### config.mk
export PLATFORM = sky130hd
export DESIGN_NAME = sgdma_engine
export DESIGN_NICKNAME = d
export VERILOG_FILES = /design/src/rtl/sgdma_pkg.sv /design/src/rtl/sgdma_regs.sv /design/src/rtl/sgdma_seg.sv /design/src/rtl/sgdma_seq.sv /design/src/rtl/sgdma_engine.sv
export SDC_FILE = /design/constraint.sdc
export NUM_CORES = 1
export LEC_CHECK = 0
export ABC_AREA = 1
export BUFFER_PORTS_ARGS = -buffer_cell sky130_fd_sc_hd__buf_2
export CORE_MARGIN = 1
export CORE_UTILIZATION = 45
export CTS_CLUSTER_DIAMETER = 50
export DETAILED_ROUTE_END_ITERATION = 10
export GPL_TIMING_DRIVEN = 0
export PLACE_DENSITY = 0.68
export SYNTH_ARGS = -nofsm -noshare
export SYNTH_HDL_FRONTEND = slang
export SYNTH_SLANG_ARGS = --single-unit
### constraint.sdc
create_clock -name clk -period 6.4 [get_ports clk]
set_input_delay 0 -clock clk [delete_from_list [all_inputs] [get_ports clk]]
set_output_delay 0 -clock clk [all_outputs]
set_load 0.01 [all_outputs]
### src/rtl/sgdma_pkg.sv
package sgdma_pkg;
  typedef enum logic [2:0] {
    ST_IDLE,
    ST_FADDR,
    ST_FLEN,
    ST_GET,
    ST_PUT
  } seq_state_e;

  localparam int CTRL_START  = 0;
  localparam int CTRL_STOP   = 1;
  localparam int CTRL_DIR    = 2;
  localparam int CTRL_HOLD   = 7;

  localparam int STAT_ACTIVE = 0;
  localparam int STAT_ERR    = 2;
  localparam int STAT_DEVINT = 4;
  localparam int STAT_DONE   = 6;

  localparam logic [1:0] SEL_CTRL = 2'd0;
  localparam logic [1:0] SEL_STAT = 2'd1;
  localparam logic [1:0] SEL_BASE = 2'd2;
endpackage

### src/rtl/sgdma_regs.sv
module sgdma_regs
  import sgdma_pkg::*;
#(
  parameter int DW = 32
) (
  input  logic          clk,
  input  logic          rst_n,
  input  logic          reg_we,
  input  logic [1:0]    reg_sel,
  input  logic [DW-1:0] reg_wdata,
  output logic [DW-1:0] reg_rdata,
  input  logic          busy,
  input  logic          done_evt,
  input  logic          err_evt,
  input  logic          dev_irq,
  output logic          go,
  output logic          stop_req,
  output logic          dir,
  output logic          hold,
  output logic [DW-1:0] base,
  output logic          done_pulse
);
  logic          hold_q, hold_n;
  logic          dir_q, dir_n;
  logic [DW-1:0] base_q, base_n;
  logic          err_q, err_n;
  logic          dint_q, dint_n;
  logic          done_q, done_n;
  logic          pulse_q, pulse_n;
  logic          wr_ctrl, wr_stat, wr_base;
  logic [DW-1:0] clr;

  always_comb begin
    wr_ctrl  = reg_we && (reg_sel == SEL_CTRL);
    wr_stat  = reg_we && (reg_sel == SEL_STAT);
    wr_base  = reg_we && (reg_sel == SEL_BASE);
    clr      = wr_stat ? reg_wdata : '0;
    hold_n   = wr_ctrl ? reg_wdata[CTRL_HOLD] : hold_q;
    dir_n    = (wr_ctrl && !busy) ? reg_wdata[CTRL_DIR] : dir_q;
    base_n   = (wr_base && !busy) ? reg_wdata : base_q;
    go       = wr_ctrl && reg_wdata[CTRL_START] && !reg_wdata[CTRL_HOLD]
               && !hold_q && !busy;
    stop_req = wr_ctrl && reg_wdata[CTRL_STOP] && busy;
    err_n    = !hold_q && (err_evt  || (err_q  && !clr[STAT_ERR]));
    dint_n   = !hold_q && (dev_irq  || (dint_q && !clr[STAT_DEVINT]));
    done_n   = !hold_q && (done_evt || (done_q && !clr[STAT_DONE]));
    pulse_n  = done_evt;
  end

  always_ff @(posedge clk or negedge rst_n) begin
    if (!rst_n) begin
      hold_q  <= 1'b0;
      dir_q   <= 1'b0;
      base_q  <= '0;
      err_q   <= 1'b0;
      dint_q  <= 1'b0;
      done_q  <= 1'b0;
      pulse_q <= 1'b0;
    end else begin
      hold_q  <= hold_n;
      dir_q   <= dir_n;
      base_q  <= base_n;
      err_q   <= err_n;
      dint_q  <= dint_n;
      done_q  <= done_n;
      pulse_q <= pulse_n;
    end
  end

  always_comb begin
    reg_rdata = '0;
    case (reg_sel)
      SEL_CTRL: begin
        reg_rdata[CTRL_START] = busy;
        reg_rdata[CTRL_DIR]   = dir_q;
        reg_rdata[CTRL_HOLD]  = hold_q;
      end
      SEL_STAT: begin
        reg_rdata[STAT_ACTIVE] = busy;
        reg_rdata[STAT_ERR]    = err_q;
        reg_rdata[STAT_DEVINT] = dint_q;
        reg_rdata[STAT_DONE]   = done_q;
      end
      SEL_BASE: reg_rdata = base_q;
      default:  reg_rdata = '0;
    endcase
  end

  assign dir        = dir_q;
  assign hold       = hold_q;
  assign base       = base_q;
  assign done_pulse = pulse_q;

  // the done flag survives until software clears it or hold is applied
  assert_done_sticky_R8: assert property (@(posedge clk) disable iff (!rst_n)
    (done_q && !hold_q && !(wr_stat && reg_wdata[STAT_DONE])) |=> done_q);

  // a device interrupt level is always captured
  assert_devint_capture_R12: assert property (@(posedge clk) disable iff (!rst_n)
    (dev_irq && !hold_q) |=> (reg_sel != SEL_STAT) || reg_rdata[STAT_DEVINT]);
endmodule

### src/rtl/sgdma_seg.sv
module sgdma_seg #(
  parameter int AW         = 32,
  parameter int LEN_W      = 29,
  parameter int BEAT_BYTES = 4
) (
  input  logic             clk,
  input  logic             rst_n,
  input  logic             load_addr,
  input  logic [AW-1:1]    addr_in,
  input  logic             load_len,
  input  logic [LEN_W-1:0] len_in,
  input  logic             step,
  output logic [AW-1:0]    seg_addr,
  output logic             len_zero,
  output logic             last_beat
);
  localparam logic [LEN_W-1:0] BEAT  = LEN_W'(BEAT_BYTES);
  localparam logic [AW-1:0]    ASTEP = AW'(BEAT_BYTES);

  logic [AW-1:0]    addr_q, addr_n;
  logic [LEN_W-1:0] remain_q, remain_n;

  always_comb begin
    addr_n   = addr_q;
    remain_n = remain_q;
    if (load_addr)      addr_n = {addr_in, 1'b0};
    else if (step)      addr_n = addr_q + ASTEP;
    if (load_len)       remain_n = len_in;
    else if (step)      remain_n = (remain_q > BEAT) ? remain_q - BEAT : '0;
  end

  always_ff @(posedge clk or negedge rst_n) begin
    if (!rst_n) begin
      addr_q   <= '0;
      remain_q <= '0;
    end else begin
      addr_q   <= addr_n;
      remain_q <= remain_n;
    end
  end

  assign seg_addr  = addr_q;
  assign len_zero  = (remain_q == '0);
  assign last_beat = (remain_q <= BEAT);

  // a beat is never taken from a segment with nothing left
  assert_step_nonempty_R9: assert property (@(posedge clk) disable iff (!rst_n)
    step |-> !len_zero);
endmodule

### src/rtl/sgdma_seq.sv
module sgdma_seq
  import sgdma_pkg::*;
#(
  parameter int AW         = 32,
  parameter int DW         = 32,
  parameter int LEN_W      = 29,
  parameter int BEAT_BYTES = DW / 8
) (
  input  logic          clk,
  input  logic          rst_n,
  input  logic          go,
  input  logic          stop_req,
  input  logic          hold,
  input  logic          dir,
  input  logic [AW-1:0] base,
  output logic          busy,
  output logic          done_evt,
  output logic          err_evt,
  output logic          mem_req,
  output logic          mem_we,
  output logic [AW-1:0] mem_addr,
  output logic [DW-1:0] mem_wdata,
  input  logic          mem_ack,
  input  logic          mem_err,
  input  logic [DW-1:0] mem_rdata,
  input  logic          dev_in_valid,
  input  logic [DW-1:0] dev_in_data,
  output logic          dev_in_ready,
  output logic          dev_out_valid,
  output logic [DW-1:0] dev_out_data,
  input  logic          dev_out_ready
);
  localparam logic [AW-1:0] WORD_OFS  = AW'(4);
  localparam logic [AW-1:0] ENTRY_OFS = AW'(8);

  seq_state_e    state_q, state_n;
  logic [AW-1:0] ptr_q, ptr_n;
  logic          last_q, last_n;
  logic [DW-1:0] buf_q, buf_n;
  logic          ld_a, ld_l, step;
  logic [AW-1:0] seg_addr;
  logic          len_zero, last_beat;
  logic          advance;

  sgdma_seg #(.AW(AW), .LEN_W(LEN_W), .BEAT_BYTES(BEAT_BYTES)) u_seg (
    .clk       (clk),
    .rst_n     (rst_n),
    .load_addr (ld_a),
    .addr_in   (mem_rdata[AW-1:1]),
    .load_len  (ld_l),
    .len_in    (mem_rdata[LEN_W-1:0]),
    .step      (step),
    .seg_addr  (seg_addr),
    .len_zero  (len_zero),
    .last_beat (last_beat)
  );

  always_comb begin
    state_n       = state_q;
    ptr_n         = ptr_q;
    last_n        = last_q;
    buf_n         = buf_q;
    ld_a          = 1'b0;
    ld_l          = 1'b0;
    advance       = 1'b0;
    done_evt      = 1'b0;
    err_evt       = 1'b0;
    mem_req       = 1'b0;
    mem_we        = 1'b0;
    mem_addr      = ptr_q;
    mem_wdata     = buf_q;
    dev_in_ready  = 1'b0;
    dev_out_valid = 1'b0;
    case (state_q)
      ST_IDLE: begin
        if (go) begin
          ptr_n   = base;
          state_n = ST_FADDR;
        end
      end
      ST_FADDR: begin
        mem_req = 1'b1;
        if (mem_ack) begin
          if (mem_err) begin
            err_evt = 1'b1;
            state_n = ST_IDLE;
          end else begin
            ld_a    = 1'b1;
            last_n  = mem_rdata[0];
            state_n = ST_FLEN;
          end
        end
      end
      ST_FLEN: begin
        mem_req  = 1'b1;
        mem_addr = ptr_q + WORD_OFS;
        if (mem_ack) begin
          if (mem_err) begin
            err_evt = 1'b1;
            state_n = ST_IDLE;
          end else begin
            ld_l  = 1'b1;
            ptr_n = ptr_q + ENTRY_OFS;
            if (mem_rdata[LEN_W-1:0] == '0) begin
              done_evt = last_q;
              state_n  = last_q ? ST_IDLE : ST_FADDR;
            end else begin
              state_n = ST_GET;
            end
          end
        end
      end
      ST_GET: begin
        if (dir) begin
          dev_in_ready = 1'b1;
          if (dev_in_valid) begin
            buf_n   = dev_in_data;
            state_n = ST_PUT;
          end
        end else begin
          mem_req  = 1'b1;
          mem_addr = seg_addr;
          if (mem_ack) begin
            if (mem_err) begin
              err_evt = 1'b1;
              state_n = ST_IDLE;
            end else begin
              buf_n   = mem_rdata;
              state_n = ST_PUT;
            end
          end
        end
      end
      ST_PUT: begin
        if (dir) begin
          mem_req  = 1'b1;
          mem_we   = 1'b1;
          mem_addr = seg_addr;
          if (mem_ack) begin
            if (mem_err) begin
              err_evt = 1'b1;
              state_n = ST_IDLE;
            end else begin
              advance = 1'b1;
            end
          end
        end else begin
          dev_out_valid = 1'b1;
          advance       = dev_out_ready;
        end
        if (advance) begin
          if (last_beat) begin
            done_evt = last_q;
            state_n  = last_q ? ST_IDLE : ST_FADDR;
          end else begin
            state_n = ST_GET;
          end
        end
      end
      default: state_n = ST_IDLE;
    endcase
    step = advance;
    if (hold || stop_req) begin
      state_n  = ST_IDLE;
      done_evt = 1'b0;
      err_evt  = 1'b0;
    end
  end

  always_ff @(posedge clk or negedge rst_n) begin
    if (!rst_n) begin
      state_q <= ST_IDLE;
      ptr_q   <= '0;
      last_q  <= 1'b0;
      buf_q   <= '0;
    end else begin
      state_q <= state_n;
      ptr_q   <= ptr_n;
      last_q  <= last_n;
      buf_q   <= buf_n;
    end
  end

  assign busy         = (state_q != ST_IDLE);
  assign dev_out_data = buf_q;

  // a request holds with a steady address until acknowledged
  assert_req_hold_R13: assert property (@(posedge clk) disable iff (!rst_n)
    (mem_req && !mem_ack && !stop_req && !hold) |=> (mem_req && $stable(mem_addr)));

  // memory is only written in the device-to-memory direction
  assert_write_dir_R5: assert property (@(posedge clk) disable iff (!rst_n)
    (mem_req && mem_we) |-> dir);

  // data beats never use the end-mark bit as an address bit
  assert_beat_even_R3: assert property (@(posedge clk) disable iff (!rst_n)
    (mem_req && (state_q == ST_GET || state_q == ST_PUT)) |-> !mem_addr[0]);

  // a stop leaves the engine idle with no request outstanding
  assert_stop_idle_R7: assert property (@(posedge clk) disable iff (!rst_n)
    stop_req |=> (!busy && !mem_req));

  // hold forces the engine idle
  assert_hold_idle_R10: assert property (@(posedge clk) disable iff (!rst_n)
    hold |=> !busy);

  // completion and error never coincide
  assert_done_err_R11: assert property (@(posedge clk) disable iff (!rst_n)
    !(done_evt && err_evt));
endmodule

### src/rtl/sgdma_engine.sv
module sgdma_engine
  import sgdma_pkg::*;
#(
  parameter int AW    = 32,
  parameter int DW    = 32,
  parameter int LEN_W = 29
) (
  input  logic          clk,
  input  logic          rst_n,
  input  logic          reg_we,
  input  logic [1:0]    reg_sel,
  input  logic [DW-1:0] reg_wdata,
  output logic [DW-1:0] reg_rdata,
  output logic          mem_req,
  output logic          mem_we,
  output logic [AW-1:0] mem_addr,
  output logic [DW-1:0] mem_wdata,
  input  logic          mem_ack,
  input  logic          mem_err,
  input  logic [DW-1:0] mem_rdata,
  input  logic          dev_in_valid,
  input  logic [DW-1:0] dev_in_data,
  output logic          dev_in_ready,
  output logic          dev_out_valid,
  output logic [DW-1:0] dev_out_data,
  input  logic          dev_out_ready,
  input  logic          dev_irq,
  output logic          done_irq
);
  logic [1:0]    rst_sync_q;
  logic          rst_int_n;
  logic          go, stop_req, dir, hold, busy, done_evt, err_evt;
  logic [DW-1:0] base_full;

  always_ff @(posedge clk or negedge rst_n) begin
    if (!rst_n) rst_sync_q <= 2'b00;
    else        rst_sync_q <= {rst_sync_q[0], 1'b1};
  end
  assign rst_int_n = rst_sync_q[1];

  sgdma_regs #(.DW(DW)) u_regs (
    .clk        (clk),
    .rst_n      (rst_int_n),
    .reg_we     (reg_we),
    .reg_sel    (reg_sel),
    .reg_wdata  (reg_wdata),
    .reg_rdata  (reg_rdata),
    .busy       (busy),
    .done_evt   (done_evt),
    .err_evt    (err_evt),
    .dev_irq    (dev_irq),
    .go         (go),
    .stop_req   (stop_req),
    .dir        (dir),
    .hold       (hold),
    .base       (base_full),
    .done_pulse (done_irq)
  );

  sgdma_seq #(.AW(AW), .DW(DW), .LEN_W(LEN_W)) u_seq (
    .clk           (clk),
    .rst_n         (rst_int_n),
    .go            (go),
    .stop_req      (stop_req),
    .hold          (hold),
    .dir           (dir),
    .base          (base_full[AW-1:0]),
    .busy          (busy),
    .done_evt      (done_evt),
    .err_evt       (err_evt),
    .mem_req       (mem_req),
    .mem_we        (mem_we),
    .mem_addr      (mem_addr),
    .mem_wdata     (mem_wdata),
    .mem_ack       (mem_ack),
    .mem_err       (mem_err),
    .mem_rdata     (mem_rdata),
    .dev_in_valid  (dev_in_valid),
    .dev_in_data   (dev_in_data),
    .dev_in_ready  (dev_in_ready),
    .dev_out_valid (dev_out_valid),
    .dev_out_data  (dev_out_data),
    .dev_out_ready (dev_out_ready)
  );

  // the completion pulse lasts one cycle and the engine is then idle
  assert_pulse_single_R8: assert property (@(posedge clk) disable iff (!rst_int_n)
    done_irq |-> (!busy && !$past(done_irq)));
endmodule

==> results.tsv <==
stage	metric	value	unit
worst_setup_path	path_class	register to register	
worst_setup_path	critPathCaptureType	register	
grt	grtUsageMet3	0.04985	
timing	slew_headroom	0.4654	
logic_synthesis	synth.avg_cell_area	7.051	um^2
grt	antenna_found_initial	1	
logic_synthesis	ys_warn_count	0	
placed_design	hpwl	32.46	mm
timing	drv_slew	0	
finish	instances_no_fill	2299	
timing	setup_violations	0	
placed_design	dp_cells	2171	
power	powerDensity	226.3	mW/mm^2
logic_synthesis	yosysSeqAreaShare	0.3710	
floorplanning	dieArea	0.02582	mm^2
clock_tree	clkTransAtPathRegs	0.07	ns
grt	track_usage	0.3403	
clock_tree	clkSinkCount	168	
detailed_routing	drc	0	
grt	grt_pass1_vias	12240	
floorplanning	die_w	160.7	um
logic_synthesis	syn_nets	1722	
job	maxCapViolations	0	
timing	tightest_slew	0.7946	ns
clock_tree	h-tree-depth	4	
worst_setup_path	crit_slowest_cell	dlygate4sd3_1	
power	power_leakage	7.528	nW
grt	grt.busiest_layer	met2	
timing	fmaxAchievable	318.5	MHz
finish	fill_cells	2317	
logic_synthesis	synth_edf_count	0	
finish	nets	2077	
clock_tree	insertion_delay	0.45	ns
clock_tree	post_cts_buffers	0	
worst_setup_path	crit_chain	nor2_2, nand2_2, o21ai_2, a21oi_2, inv_1, nand3_1, nand4_1, dlygate4sd3_1, nand2_1, dlygate4sd3_1	
detailed_routing	via_count	12410	
worst_setup_path	critical_path.most_common_cell	dlygate4sd3_1	
clock_tree	clockRootBuffer	clkbuf_16	
finish	drive_gt1_frac	0.2106	
detailed_routing	drt_iter0_drc	1113	
power	p_total	0.003296	W
floorplanning	start_util	0.4619	
clock_tree	cts.path.max_buffers	2	
logic_synthesis	syn_area	0.01133	mm^2
logic_synthesis	ys.flop_type	dfrtp_1	
logic_synthesis	ys_seq_elements	168	
timing	holdWs	0.006635	ns
detailed_routing	routed_via_density	5.398	
grt	grt_overflow	0	
logic_synthesis	synth_cell_type_count	53	
worst_setup_path	worstPathRequired	6.73	ns
detailed_routing	drt_wl_total	43.42	mm
timing	fin_skew	0.01411	ns
timing	fin_crit	3.140	ns
floorplanning	design.core.area	0.02453	mm^2
clock_tree	cts_made_buffers	17	
timing	rsz0062_at_grt	false	
finish	area_growth	28.53	%
detailed_routing	drtAntennaViolNets	0	
logic_synthesis	async_flop_share	1.000	
clock_tree	cts_resized	0	
clock_tree	ctsHoldBuffers	96	
logic_synthesis	synthCells	1607	
timing	period_share	0.4906	
worst_setup_path	critPathBufInv	3	
timing	finalSetupTns	0	ns
min_path	hp-class	primary input to register	
grt	grt_max_degree	66	
power	peakVddDrop	0.0001663	V
floorplanning	die_h	160.7	um
grt	global_route.usage.met1	0.4308	
placed_design	gp_congestion	0.9745	
worst_setup_path	critPathMaxFanout	6	
worst_setup_path	start_kind	register	
finish	antenna_cells	0	
clock_tree	cts_tree	built	
worst_setup_path	critPathTopFamily	buffers and inverters	
timing	finalHoldViolations	0	
grt	grt_use_met2	0.5801	
grt	grt_pass1_wl	67.45	mm
floorplanning	ios	239	
detailed_routing	dr.pass1.iters	6	
run_status	outcome	completed	
floorplanning	num_rows	57	
detailed_routing	wl_per_cell	18.88	um
worst_setup_path	arrival	3.47	ns
worst_setup_path	slowest_delay	0.57	ns
placed_design	portBuffers	238	
[metrics by stage]
step / area (um^2) / worst slack [ns] / util
6_report: 14560 / 3.260 / 0.5936
5_1_grt: 14560 / 3.143 / 0.5936
4_1_cts: 14560 / 3.274 / 0.5936
3_5_place_dp: 12990 / 4.064 / 0.5293
3_3_place_gp: 12930 / -0.9039 / 0.5269
2_1_floorplan: 11330 / 1.372 / -
[layout by cell type (no fill, tap or decap), types with 21 or more instances in the layout]
| cell type | netlist | layout |
|---|---|---|
| a21oi_1 | 70 | 70 |
| buf_2 | 25 | 263 |
| buf_4 | 37 | 37 |
| clkbuf_1 | 25 | 27 |
| dfrtp_1 | 168 | 167 |
| dlygate4sd3_1 | 0 | 96 |
| inv_1 | 228 | 228 |
| nand2_1 | 401 | 401 |
| nand3_1 | 91 | 91 |
| nand4_1 | 29 | 29 |
| nor2_1 | 121 | 121 |
| nor3_1 | 23 | 23 |
| o21ai_0 | 156 | 156 |
| o22ai_1 | 21 | 21 |
| xor2_1 | 37 | 37 |
[final timing paths]
path	from	endpoint	slack [ns]	cells after the start
max	u_seq.state_q[1]	u_regs.err_q	3.26	10
min	mem_rdata[14]	u_seq.u_seg.seg_addr[14]	0.007	3
max reg2reg	u_seq.state_q[1]	u_regs.err_q	3.26	10
min reg2reg	rst_sync_q[1]	u_regs.done_pulse	0.35	0
max in group asynchronous	rst_sync_q[1]	u_seq.ptr_q[21]	5.29	1
min in group asynchronous	rst_sync_q[1]	u_regs.done_pulse	0.35	0
[layout make-up]
class / count / area, um^2 / share of cell area
timing repair buffer: 336 / 2207 / 0.1515
sequential: 168 / 4208 / 0.2889
buffer: 93 / 541.8 / 0.03720
multi-input combinational: 1105 / 5678 / 0.3899
clock buffer: 22 / 474.2 / 0.03256
tap: 324 / 405.4 / 0.02784
clock inverter: 10 / 142.6 / 0.009794
inverter: 241 / 907.1 / 0.06229
[power breakdown]
group | switching, W | internal (W)
clock network | 0.000476 | 0.000648
registers | 0.000161 | 0.00119
logic | 0.000514 | 0.000307
total | 0.00115 | 0.00214
[cells in the mapped netlist, drive strengths merged, types with 4 or more instances]
cell type	n	area (um^2)
o21ai	167	847.1
nor3	28	171.4
a22oi	6	45.04
nand4	29	181.4
o21bai	14	105.1
o211ai	16	120.1
nor2	141	666.9
xor2	37	324.1
dfrtp	168	4204
buf	68	447.9
inv	240	903.4
nor4	4	31.28
ha	9	112.6
a31o	4	35.03
nand2	416	1624
o221ai	14	122.6
nand3	96	505.5
clkbuf	25	93.84
o22ai	21	131.4
mux2	14	157.6
a21oi	72	367.9
[worst min-delay path: stages]
cell      delay [ns]
buf_2           0.08
inv_1           0.13
o221ai_1        0.19
[layer usage]
| metal | wire length (um) | up-vias |
|---|---|---|
| met5 | 10 | - |
| met4 | 1523 | 2 |
| met3 | 3183 | 102 |
| met2 | 20550 | 621 |
| met1 | 18140 | 5811 |
| li1 | - | 5873 |
[flip-flops by register name, indices dropped and copies added, names as in the netlist, 2 cells and up]
name	cells
u_seq.u_seg.remain_q	29
u_regs.base	32
u_seq.u_seg.seg_addr	31
u_seq.dev_out_data	32
u_seq.ptr_q	32
rst_sync_q	2
u_seq.state_q	3
[logic make-up (layout without fill, tap and decap cells)]
logic type               Yosys count  in the layout  synth area share
flip-flops                       168            168            0.3710
AO/OA/AOI/OAI                    326            326            0.1650
adder cells (fa/ha/maj)            9              9          0.009938
other                              1              1         0.0003310
XOR/XNOR                          38             38           0.02937
multiplexers                      14             14           0.01391
AND/OR/NAND/NOR                  717            717            0.2826
buffers and inverters            334            702            0.1279
Power figures use the tool's default switching activity.
